### config.mk
export PLATFORM = sky130hd
export DESIGN_NAME = irq_level_ctrl
export DESIGN_NICKNAME = d
export VERILOG_FILES = /design/src/rtl/irq_lvl_pkg.sv /design/src/rtl/irq_edge_detect.sv /design/src/rtl/irq_reg_bank.sv /design/src/rtl/irq_vector_sel.sv /design/src/rtl/irq_level_ctrl.sv
export SDC_FILE = /design/constraint.sdc
export NUM_CORES = 1
export LEC_CHECK = 0
export CORE_ASPECT_RATIO = 1.2
export CORE_MARGIN = 2
export CORE_UTILIZATION = 34
export CTS_CLUSTER_DIAMETER = 150
export CTS_CLUSTER_SIZE = 25
export DETAILED_ROUTE_END_ITERATION = 8
export DONT_BUFFER_PORTS = 1
export HOLD_SLACK_MARGIN = 0.05
export SLEW_MARGIN = 40
export SYNTH_ARGS = -nofsm -noshare
export SYNTH_HDL_FRONTEND = slang
export SYNTH_SLANG_ARGS = --single-unit
### constraint.sdc
create_clock -name clk -period 5.3 [get_ports clk]
set_input_delay 0.265 -clock clk [delete_from_list [all_inputs] [get_ports clk]]
set_output_delay 0.265 -clock clk [all_outputs]
set_load 0.005 [all_outputs]
### src/rtl/irq_lvl_pkg.sv
package irq_lvl_pkg;
   localparam int WORD_W      = 32;
   localparam int BYTE_W      = 8;
   localparam int LANES       = WORD_W / BYTE_W;
   localparam int WADDR_W     = 3;
   localparam int STATUS_WORD = 0;
   localparam int THRESH_WORD = 1;
   localparam int PRIO_WORD0  = 4;

   function automatic logic [WORD_W-1:0] lane_merge(input logic [WORD_W-1:0] old_w,
                                                   input logic [WORD_W-1:0] new_w,
                                                   input logic [LANES-1:0]  be);
      logic [WORD_W-1:0] res;
      res = old_w;
      for (int i = 0; i < LANES; i++)
         if (be[i]) res[i*BYTE_W +: BYTE_W] = new_w[i*BYTE_W +: BYTE_W];
      return res;
   endfunction
endpackage

### src/rtl/irq_edge_detect.sv
module irq_edge_detect #(
   parameter int W = 17
) (
   input  logic         clk,
   input  logic         rst_n,
   input  logic [W-1:0] sig,
   output logic [W-1:0] rise,
   output logic [W-1:0] fall
);
   logic [W-1:0] prev_q;

   always_ff @(posedge clk or negedge rst_n)
      if (!rst_n) prev_q <= '0;
      else        prev_q <= sig;

   assign rise = sig & ~prev_q;
   assign fall = ~sig & prev_q;
endmodule

### src/rtl/irq_reg_bank.sv
module irq_reg_bank
   import irq_lvl_pkg::*;
#(
   parameter int NUM_SRC = 16,
   parameter int PRIO_W  = 3
) (
   input  logic                      clk,
   input  logic                      rst_n,
   input  logic                      soft_rst,
   input  logic [WADDR_W-1:0]        bus_word,
   input  logic                      bus_wr,
   input  logic [LANES-1:0]          bus_be,
   input  logic [WORD_W-1:0]         bus_wdata,
   output logic [WORD_W-1:0]         bus_rdata,
   input  logic [NUM_SRC-1:0]        src_rise,
   output logic [NUM_SRC*PRIO_W-1:0] prio_flat,
   output logic [WORD_W-1:0]         thresh
);
   localparam int SLOTS   = LANES;
   localparam int NUM_LVL = NUM_SRC / SLOTS;
   localparam logic [WORD_W-1:0] STATUS_INIT = WORD_W'((64'd1 << NUM_SRC) - 64'd1);

   initial begin
      assert_param_src_multiple: assert (NUM_SRC % SLOTS == 0 && NUM_SRC > 0)
         else $error("NUM_SRC must be a positive multiple of %0d", SLOTS);
      assert_param_src_window: assert (PRIO_WORD0 + NUM_LVL <= (1 << WADDR_W))
         else $error("priority words exceed the register window");
      assert_param_prio_fits: assert (PRIO_W > 0 && PRIO_W <= BYTE_W)
         else $error("PRIO_W must fit a byte slot");
   end

   logic [WORD_W-1:0] status_q, thresh_q;
   logic [WORD_W-1:0] lvl_q [NUM_LVL];
   logic [WORD_W-1:0] status_d, rise_w;

   assign rise_w = WORD_W'(src_rise);

   always_comb begin
      status_d = status_q;
      if (bus_wr && bus_word == WADDR_W'(STATUS_WORD))
         status_d = lane_merge(status_q, bus_wdata, bus_be);
      status_d = status_d & ~rise_w;
   end

   always_ff @(posedge clk or negedge rst_n)
      if (!rst_n) begin
         status_q <= STATUS_INIT;
         thresh_q <= '0;
      end else if (soft_rst) begin
         status_q <= STATUS_INIT;
         thresh_q <= '0;
      end else begin
         status_q <= status_d;
         if (bus_wr && bus_word == WADDR_W'(THRESH_WORD))
            thresh_q <= lane_merge(thresh_q, bus_wdata, bus_be);
      end

   for (genvar k = 0; k < NUM_LVL; k++) begin : g_lvl
      always_ff @(posedge clk or negedge rst_n)
         if (!rst_n)        lvl_q[k] <= '0;
         else if (soft_rst) lvl_q[k] <= '0;
         else if (bus_wr && bus_word == WADDR_W'(PRIO_WORD0 + k))
            lvl_q[k] <= lane_merge(lvl_q[k], bus_wdata, bus_be);
   end

   for (genvar s = 0; s < NUM_SRC; s++) begin : g_prio
      assign prio_flat[s*PRIO_W +: PRIO_W] = lvl_q[s/SLOTS][(s%SLOTS)*BYTE_W +: PRIO_W];
   end

   always_comb begin
      bus_rdata = '0;
      if (bus_word == WADDR_W'(STATUS_WORD)) bus_rdata = status_q;
      if (bus_word == WADDR_W'(THRESH_WORD)) bus_rdata = thresh_q;
      for (int k = 0; k < NUM_LVL; k++)
         if (bus_word == WADDR_W'(PRIO_WORD0 + k)) bus_rdata = lvl_q[k];
   end

   assign thresh = thresh_q;

   assert_edge_clears_status_R4: assert property (@(posedge clk) disable iff (!rst_n)
      (src_rise != '0 && !soft_rst) |=> ((status_q & WORD_W'($past(src_rise))) == '0));

   assert_soft_reset_bank_R10: assert property (@(posedge clk) disable iff (!rst_n)
      soft_rst |=> (status_q == STATUS_INIT && thresh_q == '0));
endmodule

### src/rtl/irq_vector_sel.sv
module irq_vector_sel #(
   parameter int NUM_SRC     = 16,
   parameter int PRIO_W      = 3,
   parameter int VEC_W       = 6,
   parameter int VEC_BASE    = 16,
   parameter int SPECIAL_VEC = 32,
   parameter int CMP_W       = 32
) (
   input  logic                      clk,
   input  logic                      rst_n,
   input  logic [NUM_SRC-1:0]        src_rise,
   input  logic [NUM_SRC-1:0]        src_fall,
   input  logic                      spec_rise,
   input  logic                      spec_fall,
   input  logic [NUM_SRC*PRIO_W-1:0] prio_flat,
   input  logic [CMP_W-1:0]          thresh,
   output logic [VEC_W-1:0]          vec_out,
   output logic                      vec_strobe
);
   localparam int SIDX_W = (NUM_SRC > 1) ? $clog2(NUM_SRC) : 1;

   initial begin
      assert_param_vec_span: assert (VEC_BASE + NUM_SRC <= (1 << VEC_W))
         else $error("source vectors exceed VEC_W");
      assert_param_special: assert (SPECIAL_VEC > 0 && SPECIAL_VEC < (1 << VEC_W) &&
                                    (SPECIAL_VEC < VEC_BASE || SPECIAL_VEC >= VEC_BASE + NUM_SRC))
         else $error("SPECIAL_VEC collides or does not fit");
      assert_param_base: assert (VEC_BASE > 0) else $error("VEC_BASE must be nonzero");
   end

   logic [NUM_SRC-1:0] pass;
   logic [SIDX_W-1:0]  win;
   logic               hit, load;
   logic [VEC_W-1:0]   vec_d;

   for (genvar s = 0; s < NUM_SRC; s++) begin : g_cmp
      assign pass[s] = src_rise[s] &&
                       (CMP_W'(prio_flat[s*PRIO_W +: PRIO_W]) > thresh);
   end

   always_comb begin
      hit = 1'b0;
      win = '0;
      for (int s = NUM_SRC - 1; s >= 0; s--)
         if (pass[s]) begin
            hit = 1'b1;
            win = SIDX_W'(s);
         end
   end

   always_comb begin
      load  = 1'b1;
      vec_d = '0;
      if (spec_rise)                      vec_d = VEC_W'(SPECIAL_VEC);
      else if (hit)                       vec_d = VEC_W'(VEC_BASE) + VEC_W'(win);
      else if (spec_fall || |src_fall)    vec_d = '0;
      else                                load = 1'b0;
   end

   always_ff @(posedge clk or negedge rst_n)
      if (!rst_n) begin
         vec_out    <= '0;
         vec_strobe <= 1'b0;
      end else begin
         vec_strobe <= load;
         if (load) vec_out <= vec_d;
      end

   assert_special_wins_R7: assert property (@(posedge clk) disable iff (!rst_n)
      spec_rise |=> (vec_strobe && vec_out == VEC_W'(SPECIAL_VEC)));

   assert_quiet_no_strobe_R6: assert property (@(posedge clk) disable iff (!rst_n)
      (!spec_rise && !spec_fall && pass == '0 && src_fall == '0) |=> !vec_strobe);

   assert_hold_without_strobe_R11: assert property (@(posedge clk) disable iff (!rst_n)
      !vec_strobe |-> (vec_out == $past(vec_out)));
endmodule

### src/rtl/irq_level_ctrl.sv
module irq_level_ctrl
   import irq_lvl_pkg::*;
#(
   parameter int NUM_SRC     = 16,
   parameter int PRIO_W      = 3,
   parameter int VEC_W       = 6,
   parameter int VEC_BASE    = 16,
   parameter int SPECIAL_VEC = 32
) (
   input  logic                 clk,
   input  logic                 rst_n,
   input  logic                 soft_rst,
   input  logic [NUM_SRC-1:0]   src_irq,
   input  logic                 spec_irq,
   input  logic [WADDR_W-1:0]   bus_word,
   input  logic                 bus_wr,
   input  logic [LANES-1:0]     bus_be,
   input  logic [WORD_W-1:0]    bus_wdata,
   output logic [WORD_W-1:0]    bus_rdata,
   output logic [VEC_W-1:0]     vec_out,
   output logic                 vec_strobe
);
   localparam int EDGE_W = NUM_SRC + 1;

   logic [EDGE_W-1:0]         rise_all, fall_all;
   logic [NUM_SRC*PRIO_W-1:0] prio_flat;
   logic [WORD_W-1:0]         thresh;

   irq_edge_detect #(.W(EDGE_W)) u_edge (
      .clk  (clk),
      .rst_n(rst_n),
      .sig  ({spec_irq, src_irq}),
      .rise (rise_all),
      .fall (fall_all)
   );

   irq_reg_bank #(.NUM_SRC(NUM_SRC), .PRIO_W(PRIO_W)) u_bank (
      .clk      (clk),
      .rst_n    (rst_n),
      .soft_rst (soft_rst),
      .bus_word (bus_word),
      .bus_wr   (bus_wr),
      .bus_be   (bus_be),
      .bus_wdata(bus_wdata),
      .bus_rdata(bus_rdata),
      .src_rise (rise_all[NUM_SRC-1:0]),
      .prio_flat(prio_flat),
      .thresh   (thresh)
   );

   irq_vector_sel #(
      .NUM_SRC(NUM_SRC), .PRIO_W(PRIO_W), .VEC_W(VEC_W),
      .VEC_BASE(VEC_BASE), .SPECIAL_VEC(SPECIAL_VEC), .CMP_W(WORD_W)
   ) u_sel (
      .clk       (clk),
      .rst_n     (rst_n),
      .src_rise  (rise_all[NUM_SRC-1:0]),
      .src_fall  (fall_all[NUM_SRC-1:0]),
      .spec_rise (rise_all[NUM_SRC]),
      .spec_fall (fall_all[NUM_SRC]),
      .prio_flat (prio_flat),
      .thresh    (thresh),
      .vec_out   (vec_out),
      .vec_strobe(vec_strobe)
   );

   assert_vector_legal_R6: assert property (@(posedge clk) disable iff (!rst_n)
      vec_strobe |-> (vec_out == '0 || vec_out == VEC_W'(SPECIAL_VEC) ||
                      (vec_out >= VEC_W'(VEC_BASE) && vec_out < VEC_W'(VEC_BASE + NUM_SRC))));
endmodule

After elaboration in Yosys (flattened, before gate mapping)
Index checks and enable logic that the tools add are counted.
- muxes and demuxes: 63
- magnitude comparators: 16
- add/subtract/negate cells: 1
- equality and inequality tests: 5
- bitwise gates (word level): 6
- reductions and logical operators: 54
- operators by type and width (kind ; count):
    32-bit 2-to-1 mux ; 18
    3-bit by 32-bit > comparator with 1-bit output ; 16
    4-bit 2-to-1 mux ; 16
    8-bit 2-to-1 mux ; 8
    2-bit AND reduction ; 20
    17-bit bitwise AND ; 2
    17-bit NOT ; 2
    32-bit bitwise AND ; 1
    16-bit NOT with 32-bit output ; 1
    1-bit logical AND ; 22
    1-bit 2-to-1 mux ; 19
    2-bit nonzero test ; 9
    16-bit OR reduction ; 1
    3-bit == test, second input constant ; 4
    6-bit 2-to-1 mux ; 2
    5-bit by 4-bit adder with 6-bit output, first input constant ; 1
    3-bit by 1-bit == test with 1-bit output, second input constant ; 1
    3-bit logical NOT ; 1
    1-bit logical OR ; 1
- register bits after elaboration: 216
- input bits: 60
- output and inout port bits: 39

Logic depth before layout (Yosys ltp)
- depth in word-level cells: 22
- gate-level depth with buffers: 10
- depth with buffers taken out: 9

Hierarchy
Synthesis repeated with hierarchy kept, for this count alone.
- cell total of the unflattened synthesis: 1312
- area total of the unflattened synthesis: 13681.9 µm²
- by module, submodules not included (module ; instances ; sequential area each (µm²) ; area an instance (µm²) ; cells an instance):
    irq_reg_bank ; 1 ; 4824.6 ; 11215.8 ; 1042
    irq_vector_sel ; 1 ; 175.2 ; 1742.9 ; 219
    irq_edge_detect ; 1 ; 425.4 ; 723.2 ; 51

Worst setup path after synthesis
No wires, ideal clock.
- path kind: reg-to-reg
- start point: register u_bank.thresh_q[2], in the netlist u_bank.thresh[2]
- end point: register u_sel.vec_out[0]
- arrival: 2382 ps
- path slack: 2797 ps
- data required time: 5179 ps
- stages on the path, launching flop included: 10
- library setup time: 121 ps
- cell sequence: dfrtp_1 > inv_1 > ha_1 > and3_1 > or4_1 > nand4_1 > o21ai_2 > and4_4 > buf_6 > a22o_1
- cells in the longest elaborated chain, start to end: 21
- RTL lines (element ; RTL line ; source):
    from (decl) ; irq_reg_bank.sv:32 ; logic [WORD_W-1:0] status_q, thresh_q;
    from (signal assigned) ; irq_reg_bank.sv:55 ; thresh_q <= lane_merge(thresh_q, bus_wdata, bus_be);
    3-bit by 32-bit > comparator with 1-bit output ; irq_vector_sel.sv:38 ; (CMP_W'(prio_flat[s*PRIO_W +: PRIO_W]) > thresh);
    1-bit logical AND ; irq_vector_sel.sv:37 ; assign pass[s] = src_rise[s] &&
    4-bit 2-to-1 mux (16 in series) ; irq_vector_sel.sv:45 ; if (pass[s]) begin
    5-bit by 4-bit adder with 6-bit output ; irq_vector_sel.sv:55 ; else if (hit) vec_d = VEC_W'(VEC_BASE) + VEC_W'(win);
    6-bit 2-to-1 mux ; irq_vector_sel.sv:55 ;
    6-bit 2-to-1 mux ; irq_vector_sel.sv:54 ; if (spec_rise) vec_d = VEC_W'(SPECIAL_VEC);
    to (signal assigned) ; irq_vector_sel.sv:66 ; if (load) vec_out <= vec_d;
    to (decl) ; irq_vector_sel.sv:17 ; output logic [VEC_W-1:0] vec_out,
Parallel ways exist; a longest one is shown, timed or not.
A chain may end at the register's enable or synchronous reset.

Worst setup path in the final report
- start point: register u_bank.thresh_q[1], in the netlist u_bank.thresh[1]
- end point: register u_sel.vec_out[1]
Same word-level chain as after synthesis.

==> qor.yml <==
status:
  status: "complete, no violations"
logic_synthesis:
  syn_nets: 1339
  syn_inst: 1231
  yosysSeqAreaShare_pct: 48.7
  yosys_warnings: 0
  ys.flop_type: "dfrtp_1"
  syn_area_mm2: 0.0111
  synth_cell_type_count: 53
  avgSynthCellArea_um2: 9.04
  synthArstFlopShare_pct: 100
  synth-seq-cells: 216
  synth-edff-count: 0
die:
  io_pins: 99
  start_util_pct: 34.5
  die_height_um: 202
  dieArea_mm2: 0.0342
  fp.dieW_um: 169
  num_rows: 72
  core-area_mm2: 0.0323
power_and_ir_drop:
  switching_share_pct: 29.0
  leakagePower_nw: 5.50
  p_comb_share_pct: 16.8
  pwr-share-seq_pct: 53.8
  ir_drop_v: 0.000179
  power.share.clock_pct: 29.4
  switchingPower_mw: 1.01
  p_per_area_mw_per_mm2: 278
  power.internal_mw: 2.48
global_route:
  overflow: 0
  grt_start_max_net_pins: 217
  grt_usage_pct: 19.6
  antenna_found_initial: 1
  top_usage_layer: "met2"
  grt_use_met2_pct: 31.6
  met3_usage_pct: 4.37
  use_met1_pct: 27.2
  grt_pass1_vias: 9016
  grt_pass1_wl_um: 52800
worst_setup_path:
  critPathKind: "reg -> reg"
  path_cells: "inv_1 > ha_1 > nor2b_1 > o21a_1 > o211ai_1 > nand2_1 > o21ai_0 > a311oi_1 > a32o_2"
  slowest_delay_ns: 0.48
  path_buf_inv: 1
  arrival_ns: 3.40
  crit_path_start_kind: "flop"
  crit_family: "compound AO/OA/AOI/OAI gates"
  worstReg2RegStart: "u_bank.thresh[1]"
  required_ns: 5.68
  cp.depth: 9
  cp-startpoint: "u_bank.thresh[1]"
  r2r_cells: 9
  critPathSlowestCell: "o21ai_0"
  worstPathMaxFanout: 16
  critPathCaptureType: "flop"
timing:
  rsz0062_at_grt: "false"
  period_share_pct: 57.2
  skew_ns: 0.0144
  max_freq_mhz: 330
  maxSlewViolCount: 0
  hold_violations: 0
  finalSetupTns_ns: 0
  period_minus_slack_ns: 3.03
  tightest_slew_ns: 0.779
  setup_viol_count_final: 0
  max_slew_margin_pct: 48.0
clock_network:
  numCtsBuffers: 12
  clkTransAtPathRegs_ns: 0.10
  worstSkewPairLatency_ns: 0.49
  post_cts_buffers: 0
  htreeDepth: 1
  cts_sinks: 216
  cts_root_buffer: "clkbuf_16"
  cts_tree: "built"
  cts_buffer_depth: 3
place:
  detailed_place_hpwl_um: 22000
  portBuffers: 0
  dp_cells: 1587
  place.gp.congestion: 0.874
drt:
  dr.pass1.iters: 5
  drt.antenna.violating_nets: 0
  wire_per_inst_um: 19.9
  wirelength_um: 33300
  num_vias: 8933
  avgViaCountPerCell: 5.34
  drc: 0
  drt_iter0_drc: 688
min_path:
  hp-start: "bus_wdata[19]"
  min_path_cells: 2
  hold_path.class: "in -> reg"
final_layout:
  area_growth_pct: 13.0
  drive_gt1_share_pct: 6.09
  fill_cells: 3297
  instances_no_fill: 1672
  nets: 1366
job:
  maxCapViolCount: 0
## layout make-up
type / instances / area, um2 / share of cell area [%]
antenna: 1 / 2.50 / 0.0199
clock buffer: 19 / 348 / 2.76
clock inverter: 1 / 11.3 / 0.0895
inverter: 41 / 154 / 1.22
multi-input combinational: 912 / 5370 / 42.6
sequential: 216 / 5430 / 43.1
tap: 407 / 509 / 4.05
timing repair buffer: 75 / 768 / 6.10
## path summary, 6_finish.rpt
| check | end | slack [ns] |
|---|---|---|
| max | u_sel.vec_out[1] | 2.27 |
| min in group asynchronous | u_bank.lvl_q[76] | 0.38 |
| min reg2reg | u_bank.lvl_q[69] | 0.49 |
| max reg2reg | u_sel.vec_out[1] | 2.27 |
| min | u_bank.thresh[19] | 0.06 |
| max in group asynchronous | u_bank.lvl_q[84] | 3.93 |
## cells by family (layout without fill, tap and decap cells)
| logic type | after synthesis | count (layout) | synth area share, % |
|---|---|---|---|
| buffers and inverters | 103 | 136 | 3.64 |
| AOI/OAI and AO/OA | 372 | 372 | 18.5 |
| and+or+nand+nor | 412 | 412 | 16.4 |
| DFF | 216 | 216 | 48.7 |
| adders and majority gates | 48 | 48 | 5.39 |
| muxes | 80 | 80 | 7.28 |
| other | 0 | 1 | 0 |
## timing repair
action,4_1_cts,5_1_grt
setup endpoints to repair,0,0
hold buffers,63,0
gates resized for setup,0,0
hold endpoints to repair,332,0
## cell usage in the layout (no fill, tap or decap), types with 8 or more instances in the layout
master,instances
o21a_1,10
o211ai_1,8
nand2b_1,40
mux2_2,8
o21ai_0,234
nor3_1,8
nand2_1,250
nor2_1,39
nor4_1,9
ha_1,48
dfstp_2,16
buf_4,11
a21oi_1,54
o21bai_1,8
dlygate4sd3_1,61
nor2b_1,20
o21ai_2,9
mux2i_1,72
nand3_1,23
inv_1,40
dfrtp_1,200
a21o_1,10
clkbuf_16,13
a31oi_1,8
## layer usage
| metal | up-vias | share of wire, % |
|---|---|---|
| met4 | 0 | 2.1 |
| met1 | 4332 | 45 |
| met5 | - | 0 |
| li1 | 4306 | - |
| met3 | 35 | 7.1 |
| met2 | 260 | 46 |
## Yosys cell counts, types with 2 or more instances
master	number	area (um2)
nand3_1	23	115
o21bai_1	8	60.1
ha_1	48	601
o21ai_2	2	17.5
nand4_1	4	25.0
o22ai_1	6	37.5
nor4_1	9	56.3
a21oi_1	60	300
mux2_2	8	90.1
nor3_1	10	50.1
nor2_1	41	154
and3_1	2	12.5
a41o_1	3	30.0
a21o_1	10	75.1
or4_1	2	15.0
nor2b_1	20	125
buf_2	9	45.0
a32o_2	2	22.5
nand2_1	250	938
a31oi_1	8	50.1
o21ai_1	8	40.0
o21ai_0	234	1170
and2b_1	3	22.5
mux2i_1	72	721
inv_1	40	150
nand2b_1	40	250
o21a_1	10	75.1
clkbuf_1	48	180
dfstp_2	16	420
buf_1	4	15.0
a211oi_1	2	15.0
o211ai_1	8	60.1
dfrtp_1	200	5000
a22o_1	2	17.5
## registers in the layout, indices dropped and copies added (netlist names)
register,cells
u_bank.status_q,32
u_bank.lvl_q,80
u_edge.prev_q,17
u_sel.vec_out,6
u_bank.thresh,32
u_bank.prio_flat,48
u_sel.vec_strobe,1
## power by group through the flow
stage | Combinational (mW) | Sequential [mW] | Clock (mW)
6_report | 0.589 | 1.88 | 1.03
5_1_grt | 0.673 | 1.90 | 1.11
4_1_cts | 0.591 | 1.88 | 1.06
3_5_place_dp | 0.508 | 1.91 | 0
3_3_place_gp | 0.491 | 1.91 | 0
2_1_floorplan | 0.409 | 1.87 | 0
## per-stage QoR
| step | worst slack [ns] | hold slack (ns) | cell area (um2) | util, % | total power [mW] |
|---|---|---|---|---|---|
| final | 2.27 | 0.0649 | 12600 | 39.0 | 3.50 |
| after global routing | 2.06 | 0.0569 | 12600 | 39.0 | 3.68 |
| after CTS | 2.31 | 0.0522 | 12600 | 38.9 | 3.53 |
| after detailed placement | 2.34 | -0.0166 | 11500 | 35.8 | 2.42 |
| after global placement | 2.46 | -0.0155 | 11500 | 35.6 | 2.40 |
| after floorplan | 2.80 | -0.0306 | 11100 | - | 2.28 |
Note: power is estimated with default switching activity, not from simulation.
